==> config.mk <==
export PLATFORM = sky130hd
export DESIGN_NAME = hw_store_unit
export DESIGN_NICKNAME = d
export VERILOG_FILES = /design/src/rtl/hws_pkg.sv /design/src/rtl/hws_addr_gen.sv /design/src/rtl/hws_wdata_fmt.sv /design/src/rtl/hws_stream_ctr.sv /design/src/rtl/hw_store_unit.sv
export SDC_FILE = /design/constraint.sdc
export NUM_CORES = 1
export LEC_CHECK = 0
export ABC_AREA = 1
export ABC_CLOCK_PERIOD_IN_PS = 3850
export BUFFER_PORTS_ARGS = -buffer_cell sky130_fd_sc_hd__buf_2
export CAP_MARGIN = 20
export CORE_MARGIN = 2
export CORE_UTILIZATION = 52
export CTS_CLUSTER_SIZE = 16
export DETAILED_ROUTE_END_ITERATION = 7
export PLACE_DENSITY = 0.79
export SETUP_SLACK_MARGIN = 0.5
export SLEW_MARGIN = 5
export SYNTH_ARGS = -nofsm -noshare
export SYNTH_HDL_FRONTEND = slang
export SYNTH_SLANG_ARGS = --single-unit
==> constraint.sdc <==
create_clock -name clk -period 3.85 [get_ports clk]
set_input_delay 0.5775 -clock clk [delete_from_list [all_inputs] [get_ports clk]]
set_output_delay 0.5775 -clock clk [all_outputs]
set_load 0.02 [all_outputs]
==> src/rtl/hws_pkg.sv <==
package hws_pkg;

    localparam logic [3:0] OP_ST_TAG    = 4'd1;
    localparam logic [3:0] OP_ST_LO     = 4'd2;
    localparam logic [3:0] OP_ST_HI     = 4'd3;
    localparam logic [3:0] OP_ST_LBL    = 4'd4;
    localparam logic [3:0] OP_SET_OFS   = 4'd5;
    localparam logic [3:0] OP_STRM_HALF = 4'd6;
    localparam logic [3:0] OP_STRM_FULL = 4'd7;
    localparam logic [3:0] OP_LD_LO     = 4'd8;
    localparam logic [3:0] OP_LD_HI     = 4'd9;

    typedef enum logic [1:0] {
        S_IDLE,
        S_ADDR,
        S_ACCESS,
        S_DONE
    } state_e;

    typedef struct packed {
        logic store;
        logic load;
        logic full;
        logic hi;
        logic tag_lbl;
        logic stream;
        logic set_ofs;
    } op_cls_t;

    function automatic op_cls_t classify(input logic [3:0] op);
        op_cls_t c;
        c = '0;
        case (op)
            OP_ST_TAG:    begin c.store = 1'b1; c.full = 1'b1; end
            OP_ST_LO:     begin c.store = 1'b1; end
            OP_ST_HI:     begin c.store = 1'b1; c.hi = 1'b1; end
            OP_ST_LBL:    begin c.store = 1'b1; c.full = 1'b1; c.tag_lbl = 1'b1; end
            OP_SET_OFS:   begin c.set_ofs = 1'b1; end
            OP_STRM_HALF: begin c.store = 1'b1; c.stream = 1'b1; end
            OP_STRM_FULL: begin c.store = 1'b1; c.full = 1'b1; c.tag_lbl = 1'b1; c.stream = 1'b1; end
            OP_LD_LO:     begin c.load = 1'b1; end
            OP_LD_HI:     begin c.load = 1'b1; c.hi = 1'b1; end
            default:      c = '0;
        endcase
        return c;
    endfunction

endpackage

==> src/rtl/hws_addr_gen.sv <==
module hws_addr_gen #(
    parameter int ADDR_W = 11,
    parameter int OFF_W  = 13
) (
    input  logic [ADDR_W-1:0]       base_val,
    input  logic signed [OFF_W-1:0] byte_off,
    input  logic [ADDR_W-1:0]       ofs_word,
    input  logic                    use_stream,
    output logic [ADDR_W-1:0]       off_word,
    output logic [ADDR_W-1:0]       addr
);
    logic signed [OFF_W-1:0] shifted;

    always_comb begin
        shifted  = byte_off >>> 2;
        off_word = ADDR_W'(shifted);
        addr     = base_val + (use_stream ? ofs_word : off_word);
    end
endmodule

==> src/rtl/hws_wdata_fmt.sv <==
module hws_wdata_fmt #(
    parameter int DATA_W = 16,
    parameter int PC_W   = 11,
    parameter int WORD_W = 2 * DATA_W
) (
    input  logic              store,
    input  logic              full,
    input  logic              hi_sel,
    input  logic              tag_lbl,
    input  logic              half_lbl,
    input  logic [DATA_W-1:0] val,
    input  logic [1:0]        idx,
    input  logic [1:0]        lbl,
    input  logic [PC_W-1:0]   pc,
    output logic [WORD_W-1:0] wdata,
    output logic              we_lo,
    output logic              we_hi
);
    localparam int PAD_W = WORD_W - PC_W - 2 - DATA_W;

    logic [DATA_W-1:0] half;
    logic [1:0]        tag_id;

    always_comb begin
        half   = half_lbl ? {lbl, val[DATA_W-3:0]} : val;
        tag_id = tag_lbl ? lbl : idx;
        if (full) begin
            wdata = {pc, {PAD_W{1'b0}}, tag_id, val};
        end else if (hi_sel) begin
            wdata = {half, {DATA_W{1'b0}}};
        end else begin
            wdata = {{DATA_W{1'b0}}, half};
        end
        we_lo = store && (full || !hi_sel);
        we_hi = store && (full || hi_sel);
    end
endmodule

==> src/rtl/hws_stream_ctr.sv <==
module hws_stream_ctr #(
    parameter int ADDR_W = 11
) (
    input  logic              clk,
    input  logic              rst_n,
    input  logic              load_en,
    input  logic [ADDR_W-1:0] load_val,
    input  logic              half_step,
    input  logic              full_step,
    output logic [ADDR_W-1:0] ofs,
    output logic              half_sel
);
    always_ff @(posedge clk or negedge rst_n) begin
        if (!rst_n) begin
            ofs      <= '0;
            half_sel <= 1'b0;
        end else if (load_en) begin
            ofs      <= load_val;
            half_sel <= 1'b0;
        end else if (full_step) begin
            ofs      <= ofs + 1'b1;
        end else if (half_step) begin
            if (half_sel) begin
                ofs      <= ofs + 1'b1;
                half_sel <= 1'b0;
            end else begin
                half_sel <= 1'b1;
            end
        end
    end

    // a new offset always restarts at the lower half
    p_sel_clear_r8: assert property (@(posedge clk) disable iff (!rst_n)
        load_en |=> (!half_sel && ofs == $past(load_val)));

    // the first half store of a pair keeps the word and flips the half
    p_half_pair_r9: assert property (@(posedge clk) disable iff (!rst_n)
        (half_step && !half_sel && !load_en && !full_step) |=> (half_sel && $stable(ofs)));

    // every streaming full store advances one word
    p_ofs_step_r10: assert property (@(posedge clk) disable iff (!rst_n)
        (full_step && !load_en) |=> ofs == $past(ofs) + 1'b1);
endmodule

==> src/rtl/hw_store_unit.sv <==
module hw_store_unit
    import hws_pkg::*;
#(
    parameter int ADDR_W = 11,
    parameter int OFF_W  = 13,
    parameter int DATA_W = 16,
    parameter int PC_W   = 11,
    localparam int WORD_W = 2 * DATA_W
) (
    input  logic                    clk,
    input  logic                    rst_n,
    input  logic                    op_valid,
    input  logic [3:0]              op_code,
    input  logic [DATA_W-1:0]       src_val,
    input  logic [ADDR_W-1:0]       base_val,
    input  logic [1:0]              base_idx,
    input  logic signed [OFF_W-1:0] byte_off,
    input  logic [1:0]              label,
    input  logic                    use_label,
    input  logic [PC_W-1:0]         pc,
    output logic                    busy,
    output logic                    done,
    output logic                    mem_req,
    input  logic                    mem_ready,
    output logic [ADDR_W-1:0]       mem_addr,
    output logic [WORD_W-1:0]       mem_wdata,
    output logic                    mem_we_lo,
    output logic                    mem_we_hi,
    input  logic [WORD_W-1:0]       mem_rdata,
    output logic                    load_valid,
    output logic [DATA_W-1:0]       load_data
);
    state_e state, state_nx;

    logic [3:0]              op_q;
    logic [DATA_W-1:0]       val_q;
    logic [ADDR_W-1:0]       base_q;
    logic [1:0]              idx_q;
    logic signed [OFF_W-1:0] off_q;
    logic [1:0]              lbl_q;
    logic                    ul_q;
    logic [PC_W-1:0]         pc_q;
    op_cls_t                 cls;

    logic [ADDR_W-1:0] addr_c, off_word_c, ofs_w;
    logic              half_sel;
    logic [WORD_W-1:0] wdata_c, wdata_q;
    logic              we_lo_c, we_hi_c, we_lo_q, we_hi_q;
    logic [DATA_W-1:0] load_q;
    logic              uses_mem;

    assign cls      = classify(op_q);
    assign uses_mem = cls.store || cls.load;

    hws_addr_gen #(.ADDR_W(ADDR_W), .OFF_W(OFF_W)) u_addr (
        .base_val  (base_q),
        .byte_off  (off_q),
        .ofs_word  (ofs_w),
        .use_stream(cls.stream),
        .off_word  (off_word_c),
        .addr      (addr_c)
    );

    hws_wdata_fmt #(.DATA_W(DATA_W), .PC_W(PC_W), .WORD_W(WORD_W)) u_fmt (
        .store   (cls.store),
        .full    (cls.full),
        .hi_sel  (cls.stream ? half_sel : cls.hi),
        .tag_lbl (cls.tag_lbl),
        .half_lbl(ul_q),
        .val     (val_q),
        .idx     (idx_q),
        .lbl     (lbl_q),
        .pc      (pc_q),
        .wdata   (wdata_c),
        .we_lo   (we_lo_c),
        .we_hi   (we_hi_c)
    );

    hws_stream_ctr #(.ADDR_W(ADDR_W)) u_strm (
        .clk      (clk),
        .rst_n    (rst_n),
        .load_en  (state == S_DONE && cls.set_ofs),
        .load_val (off_word_c),
        .half_step(state == S_DONE && cls.store && cls.stream && !cls.full),
        .full_step(state == S_DONE && cls.store && cls.stream && cls.full),
        .ofs      (ofs_w),
        .half_sel (half_sel)
    );

    // state register
    always_ff @(posedge clk or negedge rst_n) begin
        if (!rst_n) state <= S_IDLE;
        else        state <= state_nx;
    end

    always_comb begin
        state_nx = state;
        unique case (state)
            S_IDLE:   if (op_valid) state_nx = S_ADDR;
            S_ADDR:   state_nx = S_ACCESS;
            S_ACCESS: if (!uses_mem || mem_ready) state_nx = S_DONE;
            S_DONE:   state_nx = S_IDLE;
            default:  state_nx = S_IDLE;
        endcase
    end

    // operand capture, address/data staging, load capture
    always_ff @(posedge clk or negedge rst_n) begin
        if (!rst_n) begin
            op_q    <= '0;
            val_q   <= '0;
            base_q  <= '0;
            idx_q   <= '0;
            off_q   <= '0;
            lbl_q   <= '0;
            ul_q    <= 1'b0;
            pc_q    <= '0;
            mem_addr <= '0;
            wdata_q <= '0;
            we_lo_q <= 1'b0;
            we_hi_q <= 1'b0;
            load_q  <= '0;
        end else begin
            if (state == S_IDLE && op_valid) begin
                op_q   <= op_code;
                val_q  <= src_val;
                base_q <= base_val;
                idx_q  <= base_idx;
                off_q  <= byte_off;
                lbl_q  <= label;
                ul_q   <= use_label;
                pc_q   <= pc;
            end
            if (state == S_ADDR) begin
                mem_addr <= addr_c;
                wdata_q  <= wdata_c;
                we_lo_q  <= we_lo_c;
                we_hi_q  <= we_hi_c;
            end
            if (state == S_ACCESS && mem_ready && cls.load) begin
                load_q <= cls.hi ? mem_rdata[WORD_W-1:DATA_W] : mem_rdata[DATA_W-1:0];
            end
        end
    end

    // outputs from state
    always_comb begin
        busy       = (state != S_IDLE);
        mem_req    = (state == S_ACCESS) && uses_mem;
        mem_we_lo  = mem_req && we_lo_q;
        mem_we_hi  = mem_req && we_hi_q;
        mem_wdata  = wdata_q;
        done       = (state == S_DONE);
        load_valid = done && cls.load;
        load_data  = load_q;
    end

    // accepted request makes the unit busy on the next cycle
    p_busy_r2: assert property (@(posedge clk) disable iff (!rst_n)
        (op_valid && !busy) |=> busy);

    // completion is a single-cycle pulse
    p_done_single_r2: assert property (@(posedge clk) disable iff (!rst_n)
        done |=> !done);

    // a refused request holds its address and data
    p_stall_hold_r3: assert property (@(posedge clk) disable iff (!rst_n)
        (mem_req && !mem_ready) |=> (mem_req && $stable(mem_addr) && $stable(mem_wdata)));

    // loads never write
    p_load_nowrite_r11: assert property (@(posedge clk) disable iff (!rst_n)
        (mem_req && cls.load) |-> (!mem_we_lo && !mem_we_hi));

    // completion follows a granted access or a non-memory op
    p_done_path_r12: assert property (@(posedge clk) disable iff (!rst_n)
        done |-> $past(state == S_ACCESS && (!uses_mem || mem_ready)));
endmodule

==> out/results.txt <==
Synth warn = 0
Final period utilization = 69.8%
Ranking of synthesized cells by area = dfrtp_1 (52%), nand2_1 (13%), mux2_2 (7.9%)
Top cell type's share of synthesized area = 51.6%
Multi-input gate area = 0.00280 sq mm
Antenna Nets Post-Route = 0
Drt pass-1 iters = 5
Distinct cells, synth = 32
Reg area = 0.00333 sq mm
Ant diodes = 0
Finished Layout Cells = 1081
Via count = 5577
All-Layer GR Usage = 24.9%
Max-cap violations = 0
P per Cell Area = 916 mW/mm^2
Final setup viols = 0
Layout cells sized above 1 = 27.5%
Relative slew slack = 44.6%
Flops & latches, synth = 133
CP startpoint kind = flop
Tmin final = 2.69 ns
Die X = 115 um
Die ar. = 0.0133 sq mm
Unrepaired setup endpoints after global routing = false
Dominant cell type by area after synthesis = dfrtp_1
CP required = 4.15 ns
Synthesized instance count = 745
Post-synthesis async set-or-reset flop share = 100%
Area Growth Syn to Fin = 23.9%
Mux contribution to synthesized area = 7.86%
Initial core utilization = 53.4%
LEAKAGE = 4.14 nW
Netlist Area Pre-Place = 0.00645 sq mm
Critical path capture point type = flop
Die Y = 115 um
Final Hold Fails = 0
Post-CTS setup buffers = 0
Post-layout utilization of the core = 66.2%
Simple-Gate Fraction of Synth Area = 22.9%
Outcome = finished, final reports clean
# fillers = 1028
EDFF count, synth = 0
Hold_buf cts = 0
Core ar. = 0.0121 sq mm
Largest family of logic cells by synthesized area = simple AND/OR/NAND/NOR gates
Routed vias/inst = 5.16
Final TNS setup = 0 ns
Main flop type after synthesis = dfrtp_1
Critical Path AT = 2.99 ns
CTS tree = done
CTS max path bufs = 2
Initial antenna violation count = 0
Worst Hold Class = input pin to async pin
Worst Setup Path Type = flop to flop
Largest net degree at the start of global routing = 94
First-pass GRT wire length = 25800 um
Critical path fanouts, max = 14
Clock transition at path regs = 0.06 ns
Post-Place Setup Slack = 1.21 ns
Synth Area in Adders = 3.42%
Clk root buf = clkbuf_16
XOR/XNOR Fraction of Synth Area = 0.543%
CTS sink cnt = 133
PostCTS Resize Cnt = 0
WL per Instance = 14.5 um
DRC = 0
Num CTS Buffers = 17
Initial DRC count = 375
Syn_nets = 858
DP Cell Count = 1048
Setup WS post-layout = 1.16 ns
Worst-Margin Slew = 0.832 ns
Seq/Total Area, Yosys = 51.6%
Post-Route WL = 15700 um
Vias in the first global route = 5319
Net count, final = 1013
Congestion Overflow GR = 0
Final Slew Violations = 0
# port buffers = 158
Clock Latency Late Sink = 0.42 ns
Synth Area in Compound Gates = 8.70%
Max Fclk = 0.372 GHz
Post-DP HPWL = 10700 um
H-tree Lvls = 4
Avg Synthesized Cell Area = 8.65 sq um
GPL Wtd Cong = 0.858
# IOs = 161
FP Rows = 40
Final setup skew = 0.00904 ns
Max VDD drop = 0.000472 V
## sequential cells by signal, summed over array words and instances (netlist names)
signal / flops
we_hi_q: 1
mem_addr: 11
lbl_q: 2
load_data: 16
off_q: 11
pc_q: 11
u_strm.ofs: 11
we_lo_q: 1
base_q: 11
mem_wdata: 32
idx_q: 2
state: 2
op_q: 4
val_q: 16
u_strm.half_sel: 1
ul_q: 1
## layer usage
metal / global-route usage [%] / vias to the layer above / routed length, um / part of all wire, %
met5: 0 / - / 0 / 0
met1: 32.8 / 2616 / 6940 / 44
li1: - / 2756 / - / -
met2: 40.6 / 181 / 7590 / 48
met4: 7.39 / 0 / 290 / 1.8
met3: 6.85 / 24 / 897 / 5.7
## cells in the mapped netlist, types with 2 or more instances
cell type	number
nand2_1	223
o22ai_1	4
mux2_2	45
dfrtp_1	133
nand2_2	3
a21boi_0	2
inv_2	2
ha_1	16
o21ai_0	47
nand3b_1	2
buf_4	2
nor2_1	60
inv_1	53
clkbuf_1	20
xnor2_1	2
a21oi_1	30
nand4_1	6
nor3_1	3
buf_1	4
xor2_1	2
a31oi_1	17
nand3_1	59
## critical path, stage by stage, from the launching register on
cell      delay, ns
dfrtp_1        0.41
inv_1          0.13
nand3_1        0.31
buf_4          0.31
o21ai_0        0.28
ha_1           0.35
a21oi_1        0.32
nor2_1         0.07
nor2_1         0.14
nand3b_1       0.10
nand3_1        0.10
nand2_1        0.06
## per-stage QoR
stage	instance area, sq um	total power [W]	hold WS, ns
finish	7990	0.00731	0.240
global route	7990	0.00788	0.309
CTS	7970	0.00733	0.270
detailed placement	7390	0.00570	0.466
global placement	7390	0.00561	0.451
floorplan	6450	0.00474	0.282
## placed cells by master (no fill, tap or decap), types with 2 or more instances in the layout
cell type / instances
nand2_1: 222
buf_2: 157
dfrtp_1: 133
nand3_1: 59
nor2_1: 59
inv_1: 53
o21ai_0: 47
mux2_2: 45
a21oi_1: 30
a31oi_1: 17
clkbuf_16: 17
ha_1: 16
inv_6: 8
nand4_1: 6
nand2_2: 4
o22ai_1: 4
buf_4: 4
nor3_1: 3
inv_2: 2
nand3b_1: 2
xor2_1: 2
xnor2_1: 2
a21boi_0: 2
clkinv_2: 2
## report_power, final
group / leakage [nW] / total (W) / switching (W) / internal, W
Combinational: 2.22 / 0.00327 / 0.00206 / 0.00121
Sequential: 1.63 / 0.00245 / 0.000410 / 0.00204
Clock: 0.285 / 0.00159 / 0.000665 / 0.000924
## kinds of logic (layout without fill, tap and decap cells)
group,Yosys count,count (layout)
multiplexers,45,45
AO/OA/AOI/OAI,103,103
flip-flops,133,133
XOR/XNOR,4,4
adder cells (fa/ha/maj),17,17
buffers and inverters,83,251
AND/OR/NAND/NOR,360,360
## worst paths after layout
kind | from | end | slack (ns) | cells past startpoint
setup reg to reg | op_q[3]$_DFFE_PN0P_ | mem_addr[8]$_DFFE_PN0N_ | 1.16 | 11
hold reg to reg | mem_addr[9]$_DFFE_PN0N_ | mem_addr[9]$_DFFE_PN0N_ | 0.48 | 2
max in group asynchronous | rst_n | u_strm.ofs[9]$_DFFE_PN0P_ | 2.79 | 2
hold / removal | rst_n | mem_addr[5]$_DFFE_PN0N_ | 0.24 | 1
setup / recovery | op_q[3]$_DFFE_PN0P_ | mem_addr[8]$_DFFE_PN0N_ | 1.16 | 11
min in group clk | pc[1] | pc_q[1]$_DFFE_PN0P_ | 0.38 | 2
## final cells by class
cell class	count	share of cell area, %
flip-flops and latches	133	41.7
multi-input cells	529	35.1
repair buffers	164	10.8
clock buffers	18	5.50
well taps	168	2.63
inverters	55	2.59
clock inverters	14	1.72
(Power assumes the default switching activity.)
